### src/rtl/tmr_pkg.sv
// Shared constants for the countdown timer: register addresses and
// control-bit positions. Assumes a 3-bit register address space.
package tmr_pkg;
    localparam int ADDR_W = 3;
    localparam logic [ADDR_W-1:0] A_LOAD  = 3'd0;
    localparam logic [ADDR_W-1:0] A_STAGE = 3'd1;
    localparam logic [ADDR_W-1:0] A_COUNT = 3'd2;
    localparam logic [ADDR_W-1:0] A_CTRL  = 3'd3;
    localparam logic [ADDR_W-1:0] A_FLAG  = 3'd4;
    localparam int B_EN  = 0;
    localparam int B_ONE = 1;
    localparam int B_IE  = 2;
endpackage

### src/rtl/tmr_regs.sv
// Register file of the timer: active and staged reload values plus control
// bits. Emits single-cycle strobes for a direct load, a one-shot-to-periodic
// restart and a flag clear. Assumes writes are one-cycle pulses on wr_en.
module tmr_regs
    import tmr_pkg::*;
#(
    parameter int W = 32
) (
    input  logic              clk,
    input  logic              rst_n,
    input  logic              wr_en,
    input  logic [ADDR_W-1:0] wr_addr,
    input  logic [W-1:0]      wr_data,
    output logic [W-1:0]      load_q,
    output logic [W-1:0]      stage_q,
    output logic              enable,
    output logic              oneshot,
    output logic              ie,
    output logic              load_wr,
    output logic              restart,
    output logic              flag_clr
);
    logic ctrl_wr;

    // Decode the write strobes.
    always_comb begin
        load_wr  = wr_en && (wr_addr == A_LOAD);
        ctrl_wr  = wr_en && (wr_addr == A_CTRL);
        flag_clr = wr_en && (wr_addr == A_FLAG) && wr_data[0];
        restart  = ctrl_wr && oneshot && !wr_data[B_ONE];
    end

    // Hold the reload values and control bits.
    always_ff @(posedge clk) begin
        if (!rst_n) begin
            load_q  <= '0;
            stage_q <= '0;
            enable  <= 1'b0;
            oneshot <= 1'b0;
            ie      <= 1'b0;
        end else if (wr_en) begin
            if (wr_addr == A_LOAD || wr_addr == A_STAGE) begin
                load_q  <= wr_data;
                stage_q <= wr_data;
            end
            if (ctrl_wr) begin
                enable  <= wr_data[B_EN];
                oneshot <= wr_data[B_ONE];
                ie      <= wr_data[B_IE];
            end
        end
    end
endmodule

### src/rtl/tmr_core.sv
// Down counter with periodic reload and one-shot halt. Assumes the
// priority order load write > mode restart > zero handling > decrement.
module tmr_core #(
    parameter int W = 32
) (
    input  logic         clk,
    input  logic         rst_n,
    input  logic         enable,
    input  logic         oneshot,
    input  logic         load_wr,
    input  logic [W-1:0] load_data,
    input  logic         restart,
    input  logic [W-1:0] load_q,
    output logic [W-1:0] count,
    output logic         halted,
    output logic         zero_evt
);
    // A zero event fires while the counter is enabled, running and at zero.
    always_comb zero_evt = enable && !halted && (count == '0);

    // Advance, reload or halt the counter.
    always_ff @(posedge clk) begin
        if (!rst_n) begin
            count  <= '0;
            halted <= 1'b0;
        end else if (load_wr) begin
            count  <= load_data;
            halted <= 1'b0;
        end else if (restart) begin
            count  <= load_q;
            halted <= 1'b0;
        end else if (zero_evt) begin
            if (oneshot) halted <= 1'b1;
            else         count  <= load_q;
        end else if (enable && !halted) begin
            count <= count - 1'b1;
        end
    end
endmodule

### src/rtl/tmr_irq.sv
// Sticky event flag with write-one-to-clear and an enable gate.
// Assumes a set and a clear on the same edge resolve to set.
module tmr_irq (
    input  logic clk,
    input  logic rst_n,
    input  logic set_evt,
    input  logic clr,
    input  logic ie,
    output logic flag,
    output logic irq
);
    // Hold the raw flag.
    always_ff @(posedge clk) begin
        if (!rst_n)       flag <= 1'b0;
        else if (set_evt) flag <= 1'b1;
        else if (clr)     flag <= 1'b0;
    end

    // Gate the flag onto the interrupt line.
    always_comb irq = flag && ie;
endmodule

### src/rtl/sys_countdown_timer.sv
// Top of the timer channel: joins the registers, the counter and the flag,
// and provides the combinational read multiplexer.
// Assumes a single clock and a synchronous active-low reset.
module sys_countdown_timer
    import tmr_pkg::*;
#(
    parameter int W = 32
) (
    input  logic              clk,
    input  logic              rst_n,
    input  logic              wr_en,
    input  logic [ADDR_W-1:0] wr_addr,
    input  logic [W-1:0]      wr_data,
    input  logic [ADDR_W-1:0] rd_addr,
    output logic [W-1:0]      rd_data,
    output logic              irq
);
    logic [W-1:0] load_q, stage_q, count;
    logic         enable, oneshot, ie, load_wr, restart, flag_clr;
    logic         halted, zero_evt, flag;

    tmr_regs #(.W(W)) u_regs (
        .clk(clk), .rst_n(rst_n), .wr_en(wr_en), .wr_addr(wr_addr),
        .wr_data(wr_data), .load_q(load_q), .stage_q(stage_q),
        .enable(enable), .oneshot(oneshot), .ie(ie), .load_wr(load_wr),
        .restart(restart), .flag_clr(flag_clr)
    );

    tmr_core #(.W(W)) u_core (
        .clk(clk), .rst_n(rst_n), .enable(enable), .oneshot(oneshot),
        .load_wr(load_wr), .load_data(wr_data), .restart(restart),
        .load_q(load_q), .count(count), .halted(halted), .zero_evt(zero_evt)
    );

    tmr_irq u_irq (
        .clk(clk), .rst_n(rst_n), .set_evt(zero_evt), .clr(flag_clr),
        .ie(ie), .flag(flag), .irq(irq)
    );

    // Select read data by address.
    always_comb begin
        rd_data = '0;
        case (rd_addr)
            A_LOAD:  rd_data = load_q;
            A_STAGE: rd_data = stage_q;
            A_COUNT: rd_data = count;
            A_CTRL:  rd_data = {{(W-3){1'b0}}, ie, oneshot, enable};
            A_FLAG:  rd_data = {{(W-1){1'b0}}, flag};
            default: rd_data = '0;
        endcase
    end
endmodule

### config.mk
export PLATFORM = sky130hd
export DESIGN_NAME = sys_countdown_timer
export DESIGN_NICKNAME = d
export VERILOG_FILES = /design/src/rtl/tmr_pkg.sv /design/src/rtl/tmr_regs.sv /design/src/rtl/tmr_core.sv /design/src/rtl/tmr_irq.sv /design/src/rtl/sys_countdown_timer.sv
export SDC_FILE = /design/constraint.sdc
export NUM_CORES = 1
export LEC_CHECK = 0
export ABC_AREA = 1
export BUFFER_PORTS_ARGS = -buffer_cell sky130_fd_sc_hd__buf_2
export CAP_MARGIN = 30
export CORE_ASPECT_RATIO = 1.2
export CORE_UTILIZATION = 42
export CTS_CLUSTER_SIZE = 24
export DETAILED_ROUTE_END_ITERATION = 8
export PLACE_DENSITY = 0.59
export SLEW_MARGIN = 15
export SYNTH_ARGS = -nofsm -noshare
export SYNTH_HDL_FRONTEND = slang
export SYNTH_SLANG_ARGS = --single-unit
### constraint.sdc
create_clock -name clk -period 2.4 [get_ports clk]
set_input_delay 0.6 -clock clk [delete_from_list [all_inputs] [get_ports clk]]
set_output_delay 0.6 -clock clk [all_outputs]
set_load 0.1 [all_outputs]
# Yosys cells after proc, flatten, opt, wreduce, memory -nomap -nowiden
# Cells that the tools add are included.
# word_totals
regBits	69
input_bits	41
out_inout_bits	33
wordCells	48
# classes
add_sub_neg	1
eq_ne	8
mux	8
n_bitwise	1
reduce_logical	23
# ops
cell	n
2-to-1 mux 32 bit	5
one-hot mux 32 bit (4 select lines)	1
zero test 32 bit	1
subtractor 32 x 1 -> 32 bit, second input constant	1
== test 3 x 2 -> 1 bit, second input constant	3
logical AND 1 bit	9
AND reduction 2 bit	4
== test 3 x 1 -> 1 bit, second input constant	2
== test 3 bit, second input constant	2
zero test 3 bit	2
inequality test 4 bit, second input constant	1
nonzero test 4 bit	1
OR reduction 3 bit	1
zero test 1 bit	2
2-to-1 mux 1 bit	2
nonzero test 2 bit	1
OR reduction 2 bit	1
logical OR 1 bit	1
NOT 1 bit	1

# Depth between registers and ports, before layout
# Gate-level depths: netlist (run 1).
# logic_depth
depth_word	6
ltp_mapped	14
depth_no_buf	13

# By module
# Synthesis (run 1) repeated with hierarchy kept, for this count alone.
# hier_totals
cells_unflattened	951
area_unflattened_um2	5476.5
# modules_own_cells
module	instances	cells_each	area_per_inst_um2	seq_area_each_um2
tmr_core	1	543	2966.6	660.6
tmr_regs	1	238	1773.0	700.7
sys_countdown_timer	1	162	685.7	0.0
tmr_irq	1	8	51.3	20.0

# Least setup slack after synthesis (run 1)
# No wires, ideal clock.
# synth_path
path_type	in2out
from	input rd_addr[2]
to	output rd_data[1]
t_arrival_ns	2.683
t_required_ns	1.800
slack_ns	-0.883
stages	4
path_buffers	1
path_cell_list	nor3_1 -> inv_1 -> clkbuf_1 -> o221ai_1
# synth_via
elab_chain_len	3
elab_cells_between_ends	7
cone_classes	4 x eq/ne; 1 x mux; 2 x reduce/logical
# synth_rtl
item	line	text
start: declaration	sys_countdown_timer.sv:14	input logic [ADDR_W-1:0] rd_addr,
== test 3 x 1 -> 1 bit or zero test 3 bit (tied branches)	sys_countdown_timer.sv:43	case (rd_addr)
OR reduction 2 bit (no line)	--	
one-hot mux 32 bit (4 select lines) *	sys_countdown_timer.sv:43	
end: declaration	sys_countdown_timer.sv:15	output logic [W-1:0] rd_data,
# Mark *: on every way between the ends. The rest lies on a longest branch, timed or not.

# Final worst setup path (run 1)
# layout_path
from	input rd_addr[2]
to	output rd_data[13]
# Same word-level chain as after synthesis.

==> flow_summary.ini, run 1 <==
[final_layout]
final_area_um2 = 6350
diodes = 0
final_common_cell = nand2_1
drive_gt1_frac = 0.193
fillers = 1001
multi_input_area_um2 = 3040
layout.nets = 879
synthToLayoutAreaGrowth_pct = 38.1
register_area_um2 = 1380
final_cell_mix = nand2_1 (158), nor2_1 (117), inv_1 (115)

[routing]
routed_via_density = 5.30
post_drt_wl_per_cell_um = 14.8
drt-pass1-iter-count = 4
wl_um = 14400
ant_nets = 0
drc = 0
via_count = 5137
drt-initial-drc-count = 291

[sta]
min_period_ns = 2.24
finalSetupViolations = 0
drv_slew = 0
slew_headroom = 0.656
finalCritPeriodShare = 0.934
worst_slew_pin_slew_ns = 0.516
hold_violations = 0
max_freq_mhz = 446
rsz0062_at_grt = no
fin_skew_ns = 0.00606
holdWs_ns = 0.511

[floorplan]
rows = 41
initial_utilization = 0.435
io_pins = 74
core-area_um2 = 10600
die_x_um = 97.5
die_h_um = 117
dieArea_um2 = 11400

[worst_setup_path]
cpPeakStageDelay_ns = 0.22
slowest_stage = nor3_2
arrival_ns = 1.64
startpoint_type = input pin
crit_path_end_kind = primary output
required_ns = 1.80
cp_num_buf_inv = 4
crit_type = in2out
cp_max_fo = 16
critical_path.cell_chain = buf_2 > nor3_2 > inv_2 > buf_12 > o22ai_4 > buf_12
critPathTopFamily = buffers and inverters
crit_top_cell = buf_12

[pwr]
cellPowerDensity_nw_per_um2 = 582
ir_drop_uv = 288
p_leak_uw = 0.00293

[clock_network]
cts_max_path_buffers = 2
cts_setup_buffers = 0
hold_buffers = 0
clock_sinks = 69
clock_latency_ns = 0.34
cts_buffers = 9
htree_levels = 3
clockRootBuffer = clkbuf_16
cts_tree = done
path_clk_slew_ns = 0.06

[hold_path]
hp-class = in2reg

[global_routing]
grt_usage = 0.261
grt_max_degree = 32
antenna_found_initial = 0
grt_overflow = 0
grt_pass1_vias = 4862
grt_pass1_wl_um = 23700

[synth]
synth_top_area_cell = dfxtp_1
yosysWarnings = 0
yosys.cell_types.count = 29
synth-async-reset-ratio = 0
netlist.area_leader.share = 0.300
ys_seq_area_frac = 0.300
syn_area_per_cell_um2 = 5.96
syn_nets = 813
ys_ff_latch = 69
ys_top_cells_by_area = dfxtp_1 (30%), nand2_1 (13%), nor2_1 (9.6%)
synth_edf_count = 0
yosys_most_used_dff = dfxtp_1
syn_area_um2 = 4600
netlist_instances = 771

[flow_run]
cap_violations = 0

[outcome]
status = finished, final reports clean

[placed_design]
portBuffers = 73
dpl_cell_area_um2 = 6090
dpl.hpwl_um = 10900
gp_congestion = 0.880
report_power, final:
| part | switching, µW | internal [µW] | total [µW] |
|---|---|---|---|
| clock network | 497 | 683 | 1180 |
| registers | 54.1 | 1210 | 1270 |
| logic | 818 | 429 | 1250 |
final timing paths:
kind	start	to	slack [ns]	cells past startpoint
max	rd_addr[2]	rd_data[13]	0.16	6
min	wr_data[22]	u_regs.load_q[22]$_SDFFE_PN0P_	0.51	3
min reg2reg	u_regs.load_q[2]$_SDFFE_PN0P_	u_regs.load_q[2]$_SDFFE_PN0P_	0.51	2
max reg2reg	u_core.count[0]$_SDFFE_PN0P_	u_core.count[1]$_SDFFE_PN0P_	0.26	12
layout make-up:
| cell class | count | share of cell area |
|---|---|---|
| clock buffers | 11 | 0.0366 |
| flip-flops and latches | 69 | 0.217 |
| repair buffers | 93 | 0.169 |
| clock inverters | 3 | 0.00236 |
| inverters | 121 | 0.0715 |
| well taps | 129 | 0.0254 |
| multi-input cells | 543 | 0.478 |
metal layers:
layer | wire, µm | global-route usage
met2 | 7270 | 0.466
met3 | 494 | 0.0287
met5 | 0 | 0
met1 | 6320 | 0.321
met4 | 289 | 0.113
synth_stat cells, types with 3 or more instances:
library cell / instances
nand3_1: 64
dfxtp_1: 69
nor3_1: 3
nand2_2: 6
a21oi_1: 72
nor2_2: 3
nand3_2: 4
nand2_1: 158
xor2_1: 16
nor2_1: 118
o22ai_1: 29
o21ai_0: 37
clkbuf_1: 22
nand4_1: 22
buf_2: 9
nor2_4: 3
inv_1: 117
buf_4: 4
inv_2: 3
metrics by stage:
stage	setup WS (ns)	instances	util	TNS, ns	total power, µW
finish	0.158	969	0.601	0	3700
global route	0.000626	969	0.601	0	3900
CTS	0.0527	969	0.600	0	3710
detailed placement	0.0539	955	0.576	0	2530
global placement	0.0652	955	0.576	0	2520
floorplan	-0.0249	771	-	-0.0455	2190
timing repair:
action	in CTS	in global routing
gates resized for setup	0	2
endpoints found under the setup margin	0	30
endpoints found under the hold margin	0	0
sequential cells by signal, indices dropped and copies added (netlist names):
| signal | count |
|---|---|
| u_core.halted | 1 |
| u_regs.enable | 1 |
| u_regs.load_q | 32 |
| u_core.count | 32 |
| u_regs.ie | 1 |
| u_irq.flag | 1 |
| u_regs.oneshot | 1 |
tightest hold or removal path: stages:
cell and delay, ns:
buf_2 0.07, inv_1 0.04, a21oi_1 0.10
cell families after synthesis:
kind of cell,share of synthesized area
and+or+nand+nor,0.363
DFF,0.300
adders and majority gates,0.00272
xor gates and xnor gates,0.0324
AOI/OAI and AO/OA,0.165
buffers and inverters,0.137
No activity file was read; power rests on OpenSTA's default activity.
==> run 2: changes to the inputs <==
==> constraint.sdc (replaced) <==
create_clock -name clk -period 2.4 [get_ports clk]
set_input_delay 0.36 -clock clk [delete_from_list [all_inputs] [get_ports clk]]
set_output_delay 0.36 -clock clk [all_outputs]
set_load 0.1 [all_outputs]
==> run 2 against run 1 <==
Compared with the run above:
- maximum frequency up 11%
- via count down 2.5%
- critical path depth up 6
- final cell count down 0.52%
- non-clock buffer count down 5
- sequential cell count unchanged
- power up 0.66%
- cell area down 7.7%
- global-route usage down 1.6 points
- combinational power down 9%
- worst setup slack better by 0.23 ns
- clock power up 11%
==> flow_summary.ini, run 2 (synthesized netlist as in run 1, its figures left out) <==
[outcome]
status = finished, final reports clean

[placed_design]
dpl_cell_area_um2 = 5580
portBuffers = 73
dpl.hpwl_um = 10100
gp_congestion = 0.906
dp_slack_ns = 0.374

[global_routing]
grt_overflow = 0
antenna_found_initial = 0
grt_pass1_wl_um = 22600
grt_usage = 0.245
grt_max_degree = 33
grt_pass1_vias = 4678

[pwr]
p_seq_frac = 0.341
ir_drop_uv = 333
internal-power_uw = 2430
switching_share = 0.347
p_leak_uw = 0.00288
clkPwrFrac = 0.353
combPwrFrac = 0.306
cellPowerDensity_nw_per_um2 = 634
p_sw_uw = 1290

[worst_setup_path]
required_ns = 2.62
crit_type = reg2reg
rr_worst_depth = 12
startpoint_type = flop
crit_end = u_core.count[19]$_SDFFE_PN0P_
arrival_ns = 2.23
r2r_start = u_core.count[0]$_SDFFE_PN0P_
crit_path_end_kind = flop
cp_max_fo = 18
r2r-end = u_core.count[19]$_SDFFE_PN0P_
regToRegSetupSlack_ns = 0.39
cp-startpoint = u_core.count[0]$_SDFFE_PN0P_

[floorplan]
io_pins = 74
rows = 41
dieArea_um2 = 11400
die_x_um = 97.5
initial_utilization = 0.435
core-area_um2 = 10600
die_h_um = 117

[routing]
routed_via_density = 5.19
drt-pass1-iter-count = 5
via_count = 5007
post_drt_wl_per_cell_um = 14.3
drc = 0
ant_nets = 0
wl_um = 13800
drt-initial-drc-count = 223

[sta]
hold_violations = 0
max_freq_mhz = 497
finalSetupViolations = 0
rsz0062_at_grt = no
worst_slew_pin_slew_ns = 0.531
min_period_ns = 2.01
drv_slew = 0
slew_headroom = 0.645
finalCritPeriodShare = 0.839
fin_ws_ns = 0.387
fin_skew_ns = 0.00517

[hold_path]
hp-class = in2reg

[clock_network]
cts_buffers = 9
path_clk_slew_ns = 0.06
htree_levels = 3
clock_sinks = 69
cts_max_path_buffers = 2
cts_resized = 0
clock_latency_ns = 0.33
cts_tree = done
cts_setup_buffers = 0
hold_buffers = 0
clockRootBuffer = clkbuf_16

[final_layout]
final_common_cell = nand2_1
multi_input_area_um2 = 2610
final_area_um2 = 5860
register_area_um2 = 1380
synthToLayoutAreaGrowth_pct = 27.5
top_regs = u_core.count x32, u_regs.load_q x32
drive_gt1_frac = 0.149
layout.nets = 874
fillers = 1094
final_cell_mix = nand2_1 (158), inv_1 (117), nor2_1 (117)
diodes = 0

[flow_run]
cap_violations = 0
==> run 2: metal layers <==
| metal | vias to the layer above | GRT usage | routed length [µm] |
|---|---|---|---|
| met3 | 19 | 0.0383 | 521 |
| li1 | 2590 | - | - |
| met5 | - | 0 | 0 |
| met2 | 118 | 0.429 | 6730 |
| met1 | 2280 | 0.311 | 6330 |
| met4 | 0 | 0.0794 | 219 |
==> run 2: area by class of cell <==
type,instances,area share
Multi-Input combinational cell,543,0.444
Sequential cell,69,0.236
Timing Repair Buffer,88,0.167
Inverter,121,0.0774
Clock buffer,12,0.0420
Tap cell,129,0.0275
Clock inverter,2,0.00597
==> run 2: how the worst min path moves through the flow <==
| stage | start | to | slack (ns) | cells past startpoint |
|---|---|---|---|---|
| 5_1_grt | wr_data[9] | u_regs.load_q[9]$_SDFFE_PN0P_ | 0.28 | 3 |
| 2_1_floorplan | u_regs.load_q[2]$_SDFFE_PN0P_ | u_regs.load_q[2]$_SDFFE_PN0P_ | 0.45 | 2 |
| 3_3_place_gp | u_regs.load_q[2]$_SDFFE_PN0P_ | u_regs.load_q[2]$_SDFFE_PN0P_ | 0.48 | 2 |
| 6_report | wr_data[26] | u_regs.load_q[26]$_SDFFE_PN0P_ | 0.28 | 3 |
| 3_5_place_dp | u_regs.load_q[3]$_SDFFE_PN0P_ | u_regs.load_q[3]$_SDFFE_PN0P_ | 0.49 | 2 |
| 4_1_cts | wr_data[19] | u_regs.load_q[19]$_SDFFE_PN0P_ | 0.27 | 3 |
==> run 2: through the flow <==
step	util	hold WS (ns)	total power [µW]	std cells	setup TNS [ns]
2_1_floorplan	-	0.450	2110	771	-9.73
3_3_place_gp	0.528	0.481	2410	950	0
3_5_place_dp	0.528	0.486	2420	950	0
4_1_cts	0.555	0.274	3730	964	0
5_1_grt	0.555	0.280	3930	964	0
6_report	0.555	0.280	3720	964	0
==> run 2: power by group through the flow <==
stage	sequential, µW	clock [µW]	combinational, µW
finish	1270	1310	1140
global route	1280	1390	1270
CTS	1270	1320	1140
detailed placement	1290	0	1130
global placement	1290	0	1120
floorplan	1280	0	833
==> run 2: critical path, stage by stage, from the launching register on <==
cell,delay (ns)
dfxtp_1,0.32
inv_1,0.11
ha_1,0.25
nand2_2,0.11
nor2_4,0.16
nand2_2,0.09
nor2_4,0.13
nand3_4,0.09
nand2_4,0.21
buf_12,0.19
nand2_1,0.06
nand3_1,0.08
a21oi_1,0.07
